<file path="src/rtl/dbf_pkg.sv">
package dbf_pkg;

    localparam int TMO_W = 4;

    typedef enum logic [1:0] {
        FLT_OFF       = 2'd0,
        FLT_BOTH      = 2'd1,
        FLT_KEEP_LOW  = 2'd2,
        FLT_KEEP_HIGH = 2'd3
    } flt_mode_e;

    typedef struct packed {
        flt_mode_e          mode;
        logic [TMO_W-1:0]   count;
        logic               unit_sel;
        logic               range_sel;
    } flt_cfg_t;

    // Decides whether a transition towards new_lvl has to wait out the timeout.
    function automatic logic needs_delay(flt_mode_e mode, logic new_lvl);
        case (mode)
            FLT_BOTH:      return 1'b1;
            FLT_KEEP_LOW:  return new_lvl;
            FLT_KEEP_HIGH: return ~new_lvl;
            default:       return 1'b0;
        endcase
    endfunction

endpackage

</file>
<file path="src/rtl/dbf_sync.sv">
module dbf_sync #(
    parameter int STAGES = 2
) (
    input  logic clk,
    input  logic rst,
    input  logic d_in,
    output logic d_out
);
    logic [STAGES-1:0] chain_q;

    generate
        for (genvar i = 0; i < STAGES; i++) begin : g_stage
            if (i == 0) begin : g_first
                always_ff @(posedge clk) begin
                    if (rst) chain_q[0] <= 1'b0;
                    else     chain_q[0] <= d_in;
                end
            end else begin : g_next
                always_ff @(posedge clk) begin
                    if (rst) chain_q[i] <= 1'b0;
                    else     chain_q[i] <= chain_q[i-1];
                end
            end
        end
    endgenerate

    assign d_out = chain_q[STAGES-1];
endmodule

</file>
<file path="src/rtl/dbf_cfg.sv">
module dbf_cfg
    import dbf_pkg::*;
(
    input  logic             clk,
    input  logic             rst,
    input  logic             we,
    input  logic [1:0]       mode_i,
    input  logic [TMO_W-1:0] count_i,
    input  logic             unit_i,
    input  logic             range_i,
    output flt_cfg_t         cfg_o,
    output logic             blank_o
);
    flt_cfg_t cfg_q;
    flt_cfg_t cfg_d;
    logic     blank_q;

    always_comb begin
        cfg_d.mode = flt_mode_e'(mode_i);
        if (cfg_d.mode == FLT_OFF) begin
            cfg_d.count     = '0;
            cfg_d.unit_sel  = 1'b0;
            cfg_d.range_sel = 1'b0;
        end else begin
            cfg_d.count     = count_i;
            cfg_d.unit_sel  = unit_i;
            cfg_d.range_sel = range_i;
        end
    end

    always_ff @(posedge clk) begin
        if (rst) begin
            cfg_q   <= '0;
            blank_q <= 1'b0;
        end else begin
            blank_q <= we;
            if (we) cfg_q <= cfg_d;
        end
    end

    assign cfg_o   = cfg_q;
    assign blank_o = blank_q;
endmodule

</file>
<file path="src/rtl/dbf_timer.sv">
module dbf_timer
    import dbf_pkg::*;
#(
    parameter int TICKS_FINE   = 2,
    parameter int TICKS_MID    = 8,
    parameter int TICKS_COARSE = 512,
    parameter int TICKS_MAX    = 2048,
    parameter int CNT_W        = 15
) (
    input  logic             clk,
    input  logic             rst,
    input  logic             tick,
    input  logic             clr,
    input  logic             lvl,
    input  flt_cfg_t         cfg,
    output logic             out,
    output logic [CNT_W-1:0] cnt,
    output logic [CNT_W-1:0] target
);
    logic [CNT_W-1:0] cnt_q;
    logic [CNT_W-1:0] unit_len;
    logic [CNT_W-1:0] eff_count;
    logic             out_q;

    always_comb begin
        case ({cfg.range_sel, cfg.unit_sel})
            2'b00:   unit_len = CNT_W'(TICKS_FINE);
            2'b01:   unit_len = CNT_W'(TICKS_MID);
            2'b10:   unit_len = CNT_W'(TICKS_COARSE);
            default: unit_len = CNT_W'(TICKS_MAX);
        endcase
        eff_count = (cfg.count == '0) ? CNT_W'(1) : CNT_W'(cfg.count);
        target    = eff_count * unit_len;
    end

    always_ff @(posedge clk) begin
        if (rst) begin
            cnt_q <= '0;
            out_q <= 1'b0;
        end else if (clr) begin
            cnt_q <= '0;
        end else if (lvl == out_q) begin
            cnt_q <= '0;
        end else if (!needs_delay(cfg.mode, lvl)) begin
            out_q <= lvl;
            cnt_q <= '0;
        end else if (tick) begin
            if (cnt_q == target - CNT_W'(1)) begin
                out_q <= lvl;
                cnt_q <= '0;
            end else begin
                cnt_q <= cnt_q + CNT_W'(1);
            end
        end
    end

    assign out = out_q;
    assign cnt = cnt_q;
endmodule

</file>
<file path="src/rtl/glitch_filter.sv">
module glitch_filter
    import dbf_pkg::*;
#(
    parameter int SYNC_STAGES  = 2,
    parameter int TICKS_FINE   = 2,
    parameter int TICKS_MID    = 8,
    parameter int TICKS_COARSE = 512,
    parameter int TICKS_MAX    = 2048
) (
    input  logic             clk,
    input  logic             rst,
    input  logic             rtc_tick,
    input  logic             pin_raw,
    input  logic             cfg_we,
    input  logic [1:0]       cfg_mode,
    input  logic [TMO_W-1:0] cfg_count,
    input  logic             cfg_unit,
    input  logic             cfg_range,
    output logic             pin_filt,
    output logic             sts_block
);
    localparam int MAX_TICKS = ((1 << TMO_W) - 1) * TICKS_MAX;
    localparam int CNT_W     = $clog2(MAX_TICKS + 1);

    logic             sync_lvl;
    flt_cfg_t         cfg_q;
    logic [CNT_W-1:0] tmr_cnt;
    logic [CNT_W-1:0] tmr_target;

    dbf_sync #(.STAGES(SYNC_STAGES)) u_sync (
        .clk   (clk),
        .rst   (rst),
        .d_in  (pin_raw),
        .d_out (sync_lvl)
    );

    dbf_cfg u_cfg (
        .clk     (clk),
        .rst     (rst),
        .we      (cfg_we),
        .mode_i  (cfg_mode),
        .count_i (cfg_count),
        .unit_i  (cfg_unit),
        .range_i (cfg_range),
        .cfg_o   (cfg_q),
        .blank_o (sts_block)
    );

    dbf_timer #(
        .TICKS_FINE   (TICKS_FINE),
        .TICKS_MID    (TICKS_MID),
        .TICKS_COARSE (TICKS_COARSE),
        .TICKS_MAX    (TICKS_MAX),
        .CNT_W        (CNT_W)
    ) u_timer (
        .clk    (clk),
        .rst    (rst),
        .tick   (rtc_tick),
        .clr    (cfg_we),
        .lvl    (sync_lvl),
        .cfg    (cfg_q),
        .out    (pin_filt),
        .cnt    (tmr_cnt),
        .target (tmr_target)
    );
endmodule

</file>
<file path="config.mk">
export PLATFORM = sky130hd
export DESIGN_NAME = glitch_filter
export DESIGN_NICKNAME = d
export VERILOG_FILES = /design/src/rtl/dbf_pkg.sv /design/src/rtl/dbf_sync.sv /design/src/rtl/dbf_cfg.sv /design/src/rtl/dbf_timer.sv /design/src/rtl/glitch_filter.sv
export SDC_FILE = /design/constraint.sdc
export NUM_CORES = 1
export LEC_CHECK = 0
export BUFFER_PORTS_ARGS = -buffer_cell sky130_fd_sc_hd__buf_2
export CAP_MARGIN = 20
export CORE_AREA = 4 4 97 53
export CTS_CLUSTER_DIAMETER = 30
export CTS_CLUSTER_SIZE = 8
export DETAILED_ROUTE_END_ITERATION = 6
export DIE_AREA = 0 0 101 57
export PLACE_DENSITY = 0.69
export SKIP_LAST_GASP = 1
export SLEW_MARGIN = 20
export SYNTH_ARGS = -nofsm -noshare
export SYNTH_HDL_FRONTEND = slang
export SYNTH_SLANG_ARGS = --single-unit
</file>
<file path="constraint.sdc">
create_clock -name clk -period 7.7 [get_ports clk]
set_input_delay 1.54 -clock clk [delete_from_list [all_inputs] [get_ports clk]]
set_output_delay 1.54 -clock clk [all_outputs]
set_load 0.05 [all_outputs]
</file>
==> results of run 1 <==
==> cell usage after synthesis (5+ instances only) <==
library cell | number | area [µm²]
inv_1 | 15 | 56.3
xor2_1 | 15 | 131
o21ai_0 | 9 | 45.0
a21oi_1 | 14 | 70.1
nand2b_1 | 7 | 43.8
mux2i_1 | 6 | 60.1
dfxtp_1 | 27 | 541
nor2b_1 | 5 | 31.3
nor3_1 | 15 | 75.1
and2_1 | 5 | 31.3
nor2_1 | 15 | 56.3
nand4_1 | 5 | 31.3
clkbuf_1 | 7 | 26.3
nand3_1 | 13 | 65.1
ha_1 | 18 | 225
nand2_1 | 21 | 78.8
xnor2_1 | 22 | 193
==> how the worst max path moves through the flow <==
stage / slack [ns] / to / startpoint
global placement: 3.37 / u_timer.out / u_cfg.cfg_o[4]
floorplan: 4.05 / u_timer.cnt[10] / u_cfg.cfg_o[5]
finish: 3.31 / u_timer.out / u_cfg.cfg_o[4]
global route: 2.96 / u_timer.out / u_cfg.cfg_o[4]
detailed placement: 3.40 / u_timer.out / u_cfg.cfg_o[4]
CTS: 3.34 / u_timer.out / u_cfg.cfg_o[4]
==> routing by layer <==
metal / track usage / up-vias / share of wire
met3: 0.0549 / 4 / 0.097
met5: 0 / - / 0
met2: 0.210 / 65 / 0.34
met1: 0.300 / 850 / 0.56
li1: - / 920 / -
met4: 0.0360 / 0 / 0.0079
==> registers in the layout, summed over array words and instances, names as in the netlist <==
signal,flops
u_cfg.cfg_o,8
u_cfg.blank_o,1
u_sync.d_out,1
u_timer.out,1
u_timer.cnt,15
u_sync.chain_q,1
==> worst max-delay path: stages (launching register included) <==
cell	delay (ns)
dfxtp_1	0.42
nor3_1	0.46
o21ai_0	0.27
fa_1	0.56
inv_1	0.05
ha_1	0.21
a21oi_1	0.38
nor3_1	0.14
o211ai_1	0.30
and3b_1	0.21
o211ai_1	0.15
a2111oi_4	0.92
mux2i_1	0.25
==> logic make-up after synthesis <==
group / count (synthesis)
xor+xnor: 37
compound gates: 41
buf+inv: 23
mux: 6
flops: 27
simple gates: 105
fa+ha+maj: 22
==> power by group through the flow <==
stage / clock network [mW] / logic [mW] / registers (mW)
floorplan: 0 / 0.0782 / 0.150
global placement: 0 / 0.100 / 0.150
detailed placement: 0 / 0.100 / 0.150
CTS: 0.0903 / 0.101 / 0.147
global route: 0.0971 / 0.114 / 0.147
finish: 0.0874 / 0.102 / 0.147
==> stage by stage <==
step | hold WS [ns] | cell area (µm²) | utilization | std cells | setup slack [ns]
after CTS | 0.455 | 2330 | 0.544 | 328 | 3.34
after floorplan | 0.414 | 2170 | - | 261 | 4.05
after global placement | 0.423 | 2280 | 0.533 | 324 | 3.37
after detailed placement | 0.425 | 2280 | 0.533 | 324 | 3.40
after global routing | 0.474 | 2330 | 0.544 | 328 | 2.96
final | 0.448 | 2330 | 0.544 | 328 | 3.31
==> area by class of cell <==
cell class | instances | area (µm²) | share of cell area
timing repair buffer | 14 | 70.1 | 0.0301
inverter | 15 | 56.3 | 0.0242
multi-input combinational | 211 | 1540 | 0.662
sequential | 27 | 541 | 0.232
clock inverter | 1 | 7.51 | 0.00323
clock buffer | 3 | 41.3 | 0.0178
tap | 57 | 71.3 | 0.0307
==> flow_summary.yaml, run 1 <==
worst_setup_path:
  reg2reg_to: "u_timer.out"
  crit_fanout: 14
  r2r_slack_ns: 3.31
  end_kind: "flop"
  crit_required_ns: 7.92
  arrival_ns: 4.61
  critical_path_class: "flop to flop"
  r2r_start: "u_cfg.cfg_o[4]"
  r2r_cells: 12
  start_kind: "flop"
pwr:
  total_power_uw: 336
  p_switching_uw: 113
  p_seq_frac: 0.436
  power_leakage_nw: 0.924
  clkPwrFrac: 0.260
  p_int_uw: 224
  switching_share: 0.335
  power_frac_comb: 0.304
  vdd_ir_drop_max_uv: 70.6
  power_density_nw_per_um2: 145
timing:
  tightestPinTransition_ns: 0.931
  fin_crit_ns: 4.39
  fmax_ghz: 0.228
  final.setup.tns_ns: 0
  hold_viol: 0
  setup_viol: 0
  slew-limit-headroom: 0.379
  final.period_utilization: 0.570
  fin_skew_ns: 0.00478
  slew_viol_final: 0
  rsz0062_at_grt: "no"
synth:
  async_flop_share: 0
  synthMuxAreaShare: 0.0276
  synth-seq-cells: 27
  syn_area_um2: 2170
  synth.distinct_cells: 49
  ys_warn_count: 0
  avgSynthCellArea_um2: 8.33
  postSynthCellCount: 261
  synthXorXnorAreaFrac: 0.149
  synth_fa_ha_area_frac: 0.140
  synth_compound_area_frac: 0.129
  synth_top_family_by_area: "simple AND/OR/NAND/NOR gates"
  yosysSeqAreaShare: 0.249
  ys.flop_type: "dfxtp_1"
  synth_nets: 296
  synth-simple-area-share: 0.262
  synth_edf_count: 0
grt:
  grt_pass1_vias: 1635
  grt_max_degree: 20
  gr-total-overflow: 0
  grt_usage: 0.178
  grt_pass1_wl_um: 8070
  antenna_found_initial: 0
final_layout:
  nets: 307
  fillers: 400
  final_common_cell: "dfxtp_1"
  final_cell_mix: "27 x dfxtp_1, 22 x xnor2_1, 21 x nand2_1, 18 x ha_1"
  syn2layout_area_growth_pct: 7.02
  drive_above_1_share: 0.122
  n_antenna_cell: 0
floorplan:
  die_w_um: 101
  die_y_um: 57
  io_pins: 15
  die-area_um2: 5760
  rows: 17
  core_um2: 4280
  start_util: 0.508
cts:
  tritoncts.num_buffers: 3
  cts.sinks: 27
  cts.repair.resized: 0
  clkTransAtPathRegs_ns: 0.10
  cts_tree: "done"
  hold_buffers: 0
  cts-root-buf: "clkbuf_8"
  cts_max_path_buffers: 2
  h-tree-depth: 1
  post-cts-setup-buffers: 0
  clock_latency_ns: 0.28
routing:
  num_vias: 1839
  routed_wl_um: 4790
  initialDrtViolationCount: 170
  avgRoutedWirePerCell_um: 14.6
  via_per_inst: 5.61
  drc: 0
  antenna_left: 0
  dr.pass1.iters: 4
flow_run:
  drv_cap: 0
outcome:
  status: "complete, no violations"
hold_path:
  holdPathEnd: "u_sync.d_out"
  hp-class: "flop to flop"
  whs_path_depth: 1
  worstHoldStart: "u_sync.chain_q[0]"
placed_design:
  portBuffers: 14
  post-dp-hpwl_um: 3890
  gp_congestion: 0.879
Power figures use the tool's default switching activity.
==> run 2, diff against run 1 <==
Settings changed: ABC_AREA set to 1, CORE_AREA 4 4 97 53 to 4 4 103 56, DIE_AREA 0 0 101 57 to 0 0 107 60, PLACE_DENSITY 0.69 to 0.72.
Clock period 7.7 ns to 3.9 ns, I/O delays scaled along.
==> run 2 against run 1 <==
  * Final cell count is 46% higher
  * Global-route usage is 1.7 points higher
  * Non-clock buffer count stayed put
  * Final area is 14% higher
  * Critical path depth is 7 higher
  * Sequential share of layout area is 2.9 points lower
  * Worst setup slack worse by 2.9 ns
  * Combinational power grew to 3.2 times the previous value
  * Critical path type unchanged
  * Critical endpoint is now u_timer.cnt[7]
  * Highest routed layer unchanged
==> flow_summary.yaml, run 2 <==
synth:
  synth_area_leader_cell: "dfxtp_1"
  synthTopCellsByArea: "dfxtp_1 22%, nand2_1 16%, inv_1 11%, ha_1 9.1%, nor2_1 8.3%"
  synth-seq-cells: 27
  synth_top_area_frac: 0.218
  yosysSeqAreaShare: 0.218
  ys.flop_type: "dfxtp_1"
  synth.distinct_cells: 34
  ys_warn_count: 0
  synth_nets: 432
  synthMostInstantiatedCell: "nand2_1"
  synth_edf_count: 0
  async_flop_share: 0
  synth_common_cells: "105 x nand2_1, 70 x inv_1, 55 x nor2_1"
  syn_area_um2: 2480
  postSynthCellCount: 397
  avgSynthCellArea_um2: 6.26
worst_setup_path:
  start_kind: "flop"
  cp_slowest_cell: "ha_1"
  crit_fanout: 13
  crit_required_ns: 4.08
  critical_path_class: "flop to flop"
  end_kind: "flop"
  critical_path.max_stage_delay_ns: 0.40
  path_cells: "inv_1, nor2_1, inv_1, nor2_1, inv_1, ha_1, inv_1, ha_1, ha_1, nand2_2, nor2_1, nand3_1, nand4_1, nand2_1, o21ai_1, nor2_1, nand3_1, nand4_2, nor3_1"
  arrival_ns: 3.65
timing:
  fin_crit_ns: 3.47
  fmax_ghz: 0.288
  final.setup.tns_ns: 0
  slew-limit-headroom: 0.627
  final.period_utilization: 0.890
  tightestPinTransition_ns: 0.555
  fin_skew_ns: 0.00633
  hold_viol: 0
  rsz0062_at_grt: "no"
  setup_ws_ns: 0.428
  hold_slack_ns: 0.419
  slew_viol_final: 0
  setup_viol: 0
routing:
  initialDrtViolationCount: 152
  routed_wl_um: 5830
  avgRoutedWirePerCell_um: 12.2
  via_per_inst: 5.11
  antenna_left: 0
  dr.pass1.iters: 5
  drc: 0
  num_vias: 2442
grt:
  grt_usage: 0.195
  grt_pass1_vias: 2312
  gr-total-overflow: 0
  antenna_found_initial: 0
  grt_max_degree: 18
  grt_pass1_wl_um: 10100
final_layout:
  n_antenna_cell: 0
  design_area_um2: 2660
  drive_above_1_share: 0.0833
  ff_latch_area_um2: 541
  final_common_cell: "nand2_1"
  final_cell_mix: "105 x nand2_1, 70 x inv_1, 55 x nor2_1, 29 x nand3_1, 27 x dfxtp_1"
  syn2layout_area_growth_pct: 6.85
  multi_input_area_um2: 1640
  fillers: 493
  nets: 444
  utilization: 0.551
  largest_reg_flops: 15
  instances_no_fill: 478
cts:
  clkTransAtPathRegs_ns: 0.10
  cts_tree: "done"
  cts.sinks: 27
  cts-root-buf: "clkbuf_8"
  hold_buffers: 0
  post-cts-setup-buffers: 0
  cts_max_path_buffers: 2
  h-tree-depth: 1
  cts.repair.resized: 0
  clock_latency_ns: 0.27
  tritoncts.num_buffers: 3
placed_design:
  dp_cells: 474
  post-place-ws_ns: 0.604
  place_area_um2: 2610
  portBuffers: 14
  post-dp-hpwl_um: 4920
  gp_congestion: 0.953
floorplan:
  core_um2: 4820
  die-area_um2: 6420
  rows: 18
  io_pins: 15
  die_w_um: 107
  start_util: 0.516
  die_y_um: 60
flow_run:
  drv_cap: 0
outcome:
  status: "complete, no violations"
pwr:
  power_leakage_nw: 1.30
  vdd_ir_drop_max_uv: 173
  power_density_nw_per_um2: 294
  total_power_uw: 780
hold_path:
  hp-class: "flop to flop"
-- run 2: cell types whose count changed after synthesis, moves of 5 or more --
cell,change
nor3_1,-10
and2_1,-5
xnor2_1,-11
mux2i_1,-6
inv_1,+55
nand2_1,+84
xor2_1,-5
nand2b_1,-7
nor2_1,+40
nor2b_1,-5
nand3_1,+16
-- run 2: path summary, 6_finish.rpt --
kind / start / to / slack (ns) / depth (start not counted)
max: u_cfg.cfg_o[1] / u_timer.cnt[7] / 0.43 / 19
min: u_sync.chain_q[0] / u_sync.d_out / 0.42 / 2
max reg2reg: u_cfg.cfg_o[1] / u_timer.cnt[7] / 0.43 / 19
min reg2reg: u_sync.chain_q[0] / u_sync.d_out / 0.42 / 2
-- run 2: power by group --
group,total (mW),leakage (nW),internal (mW),switching (mW)
clock,0.167,0.0261,0.0749,0.0920
sequential,0.288,0.220,0.283,0.00495
combinational,0.324,1.05,0.112,0.212
total,0.780,1.30,0.471,0.309
-- run 2: kinds of logic (layout without fill, tap and decap cells) --
kind of cell	count (synthesis)	after routing	share of synthesized area
compound gates	29	29	0.0665
xor+xnor	21	21	0.0740
fa+ha+maj	22	22	0.123
buf+inv	78	89	0.122
flops	27	27	0.218
simple gates	220	220	0.397
-- run 2: layer usage --
layer  part of all wire  track usage  up-vias
met3              0.078       0.0280        8
met4              0.010       0.0346        0
met1               0.48        0.269     1092
met5                  0            0        -
met2               0.43        0.335       84
li1                   -            -     1258
-- run 2: critical path, delay by kind of cell, from the launching register on --
kind	cells	cell delay, ns
and+or+nand+nor	11	1.65
adders and majority gates	3	0.97
DFF	1	0.37
buffers and inverters	4	0.29
AOI/OAI and AO/OA	1	0.08
-- run 2: final cells by class --
type / instances / share of cell area
Tap cell: 70 / 0.0330
Clock buffer: 3 / 0.0156
Clock inverter: 1 / 0.00330
Multi-Input combinational cell: 292 / 0.618
Inverter: 71 / 0.100
Sequential cell: 27 / 0.204
Timing Repair Buffer: 14 / 0.0264
==> run 3, diff against run 2 <==
Settings changed: CORE_AREA 4 4 103 56 to 4 4 97 53, DIE_AREA 0 0 107 60 to 0 0 101 57, SYNTH_HIERARCHICAL set to 1.
==> run 3 against run 2 <==
  * Sequential share of layout area grew 2.9 points
  * Synthesized area shrank 13%
  * Largest cell class unchanged
  * First-iteration DRC count shrank 9.2%
  * Global-route usage shrank 2.0 points
  * Non-clock buffer count is the same
  * Critical path depth grew 3
  * Die area shrank 10%
  * Utilization shrank 0.83 points
  * Fmax grew 5.5%
  * Combinational power shrank 44%
  * Clock power grew 4%
==> flow_summary.yaml, run 3 <==
worst_setup_path:
  arrival_ns: 3.45
  cp_slowest_cell: "dfxtp_1"
  path_common_cell: "nand2_1"
  crit_required_ns: 4.06
  crit_fanout: 12
  critical_path.max_stage_delay_ns: 0.46
  critical_path_class: "flop to flop"
  start_kind: "flop"
  crit_family: "simple AND/OR/NAND/NOR gates"
  path_cells: "inv_2, nand2_1, nand2_2, inv_1, nor2_1, ha_1, ha_1, ha_1, inv_1, nand2_2, nor2_1, nand2_1, nor2_4, nand2_1, nand3_1, nand2_1, inv_1, nand2_1, nor2_2, nand3_2, o21bai_4, nor3b_1"
  end_kind: "flop"
  cp_num_buf_inv: 4
final_layout:
  multi_input_area_um2: 1380
  largest_reg_flops: 15
  syn2layout_area_growth_pct: 7.85
  design_area_um2: 2320
  n_antenna_cell: 0
  ff_latch_area_um2: 541
  final_cell_mix: "78 x nand2_1, 44 x inv_1, 36 x nor2_1, 27 x dfxtp_1, 27 x nand3_1"
  final_common_cell: "nand2_1"
  nets: 369
  utilization: 0.543
  drive_above_1_share: 0.193
  fillers: 430
timing:
  setup_viol: 0
  final.period_utilization: 0.844
  fin_skew_ns: 0.00432
  slew_viol_final: 0
  rsz0062_at_grt: "no"
  fmax_ghz: 0.304
  slew-limit-headroom: 0.719
  tightestPinTransition_ns: 0.420
  final.setup.tns_ns: 0
  hold_viol: 0
  fin_crit_ns: 3.29
floorplan:
  rows: 17
  die_w_um: 101
  core_um2: 4280
  die-area_um2: 5760
  start_util: 0.503
  die_y_um: 57
  io_pins: 15
grt:
  gr-total-overflow: 0
  grt_usage: 0.175
  grt_pass1_wl_um: 7980
  grt_pass1_vias: 1678
  grt_max_degree: 18
  antenna_found_initial: 0
routing:
  via_per_inst: 4.85
  initialDrtViolationCount: 138
  routed_wl_um: 4740
  antenna_left: 0
  avgRoutedWirePerCell_um: 11.9
  num_vias: 1935
  drc: 0
  dr.pass1.iters: 5
outcome:
  status: "complete, no violations"
synth:
  avgSynthCellArea_um2: 6.60
  syn_area_um2: 2150
  postSynthCellCount: 326
  synth_nets: 352
  ys_warn_count: 6
placed_design:
  portBuffers: 14
  gp_congestion: 0.879
  place_area_um2: 2270
  post-dp-hpwl_um: 3990
pwr:
  power_density_nw_per_um2: 279
  vdd_ir_drop_max_uv: 162
  power_leakage_nw: 1.07
cts:
  tritoncts.num_buffers: 3
  cts-root-buf: "clkbuf_8"
  cts_tree: "done"
  cts.sinks: 27
  hold_buffers: 0
  cts.repair.resized: 0
  post-cts-setup-buffers: 0
  clock_latency_ns: 0.28
  cts_max_path_buffers: 2
  h-tree-depth: 1
  clkTransAtPathRegs_ns: 0.10
flow_run:
  drv_cap: 0
hold_path:
  hp-class: "flop to flop"
run 3: power breakdown:
part | total (mW) | internal (mW) | switching [mW]
Sequential | 0.291 | 0.283 | 0.00719
Clock | 0.174 | 0.0752 | 0.0987
Combinational | 0.183 | 0.0630 | 0.120
Total | 0.648 | 0.422 | 0.226
run 3: routing by layer:
metal	track usage	share of wire	vias up	routed length (µm)
met5	0	0	-	0
met4	0.0341	0.0053	0	25
met3	0.0366	0.037	2	173
met2	0.203	0.35	23	1650
met1	0.307	0.61	847	2890
li1	-	-	1063	-
run 3: path summary, 6_finish.rpt:
check                    start        endpoint  slack, ns  cells past startpoint
max             u_cfg/cfg_o[3]  u_timer/cnt[5]       0.61                     22
min          u_sync/chain_q[0]    u_sync/d_out       0.41                      2
max reg2reg     u_cfg/cfg_o[3]  u_timer/cnt[5]       0.61                     22
min reg2reg  u_sync/chain_q[0]    u_sync/d_out       0.41                      2
run 3: stage by stage:
step           power (mW)  hold slack, ns  instances  worst slack (ns)
6_report            0.648           0.415        399             0.610
5_1_grt             0.696           0.451        399             0.240
4_1_cts             0.655           0.418        399             0.616
3_5_place_dp        0.478           0.400        395             0.631
3_3_place_gp        0.475           0.391        395             0.673
2_1_floorplan       0.441           0.388        326              1.08
run 3: worst min-delay path, cell delays in order (launching register included):
cell     delay (ns)
dfxtp_1        0.31
inv_1          0.04
nor2_1         0.03
run 3: area by class of cell:
type / instances / share of cell area
multi-input combinational: 244 / 0.597
sequential: 27 / 0.233
inverter: 53 / 0.0879
tap: 57 / 0.0307
timing repair buffer: 14 / 0.0302
clock buffer: 3 / 0.0178
clock inverter: 1 / 0.00378
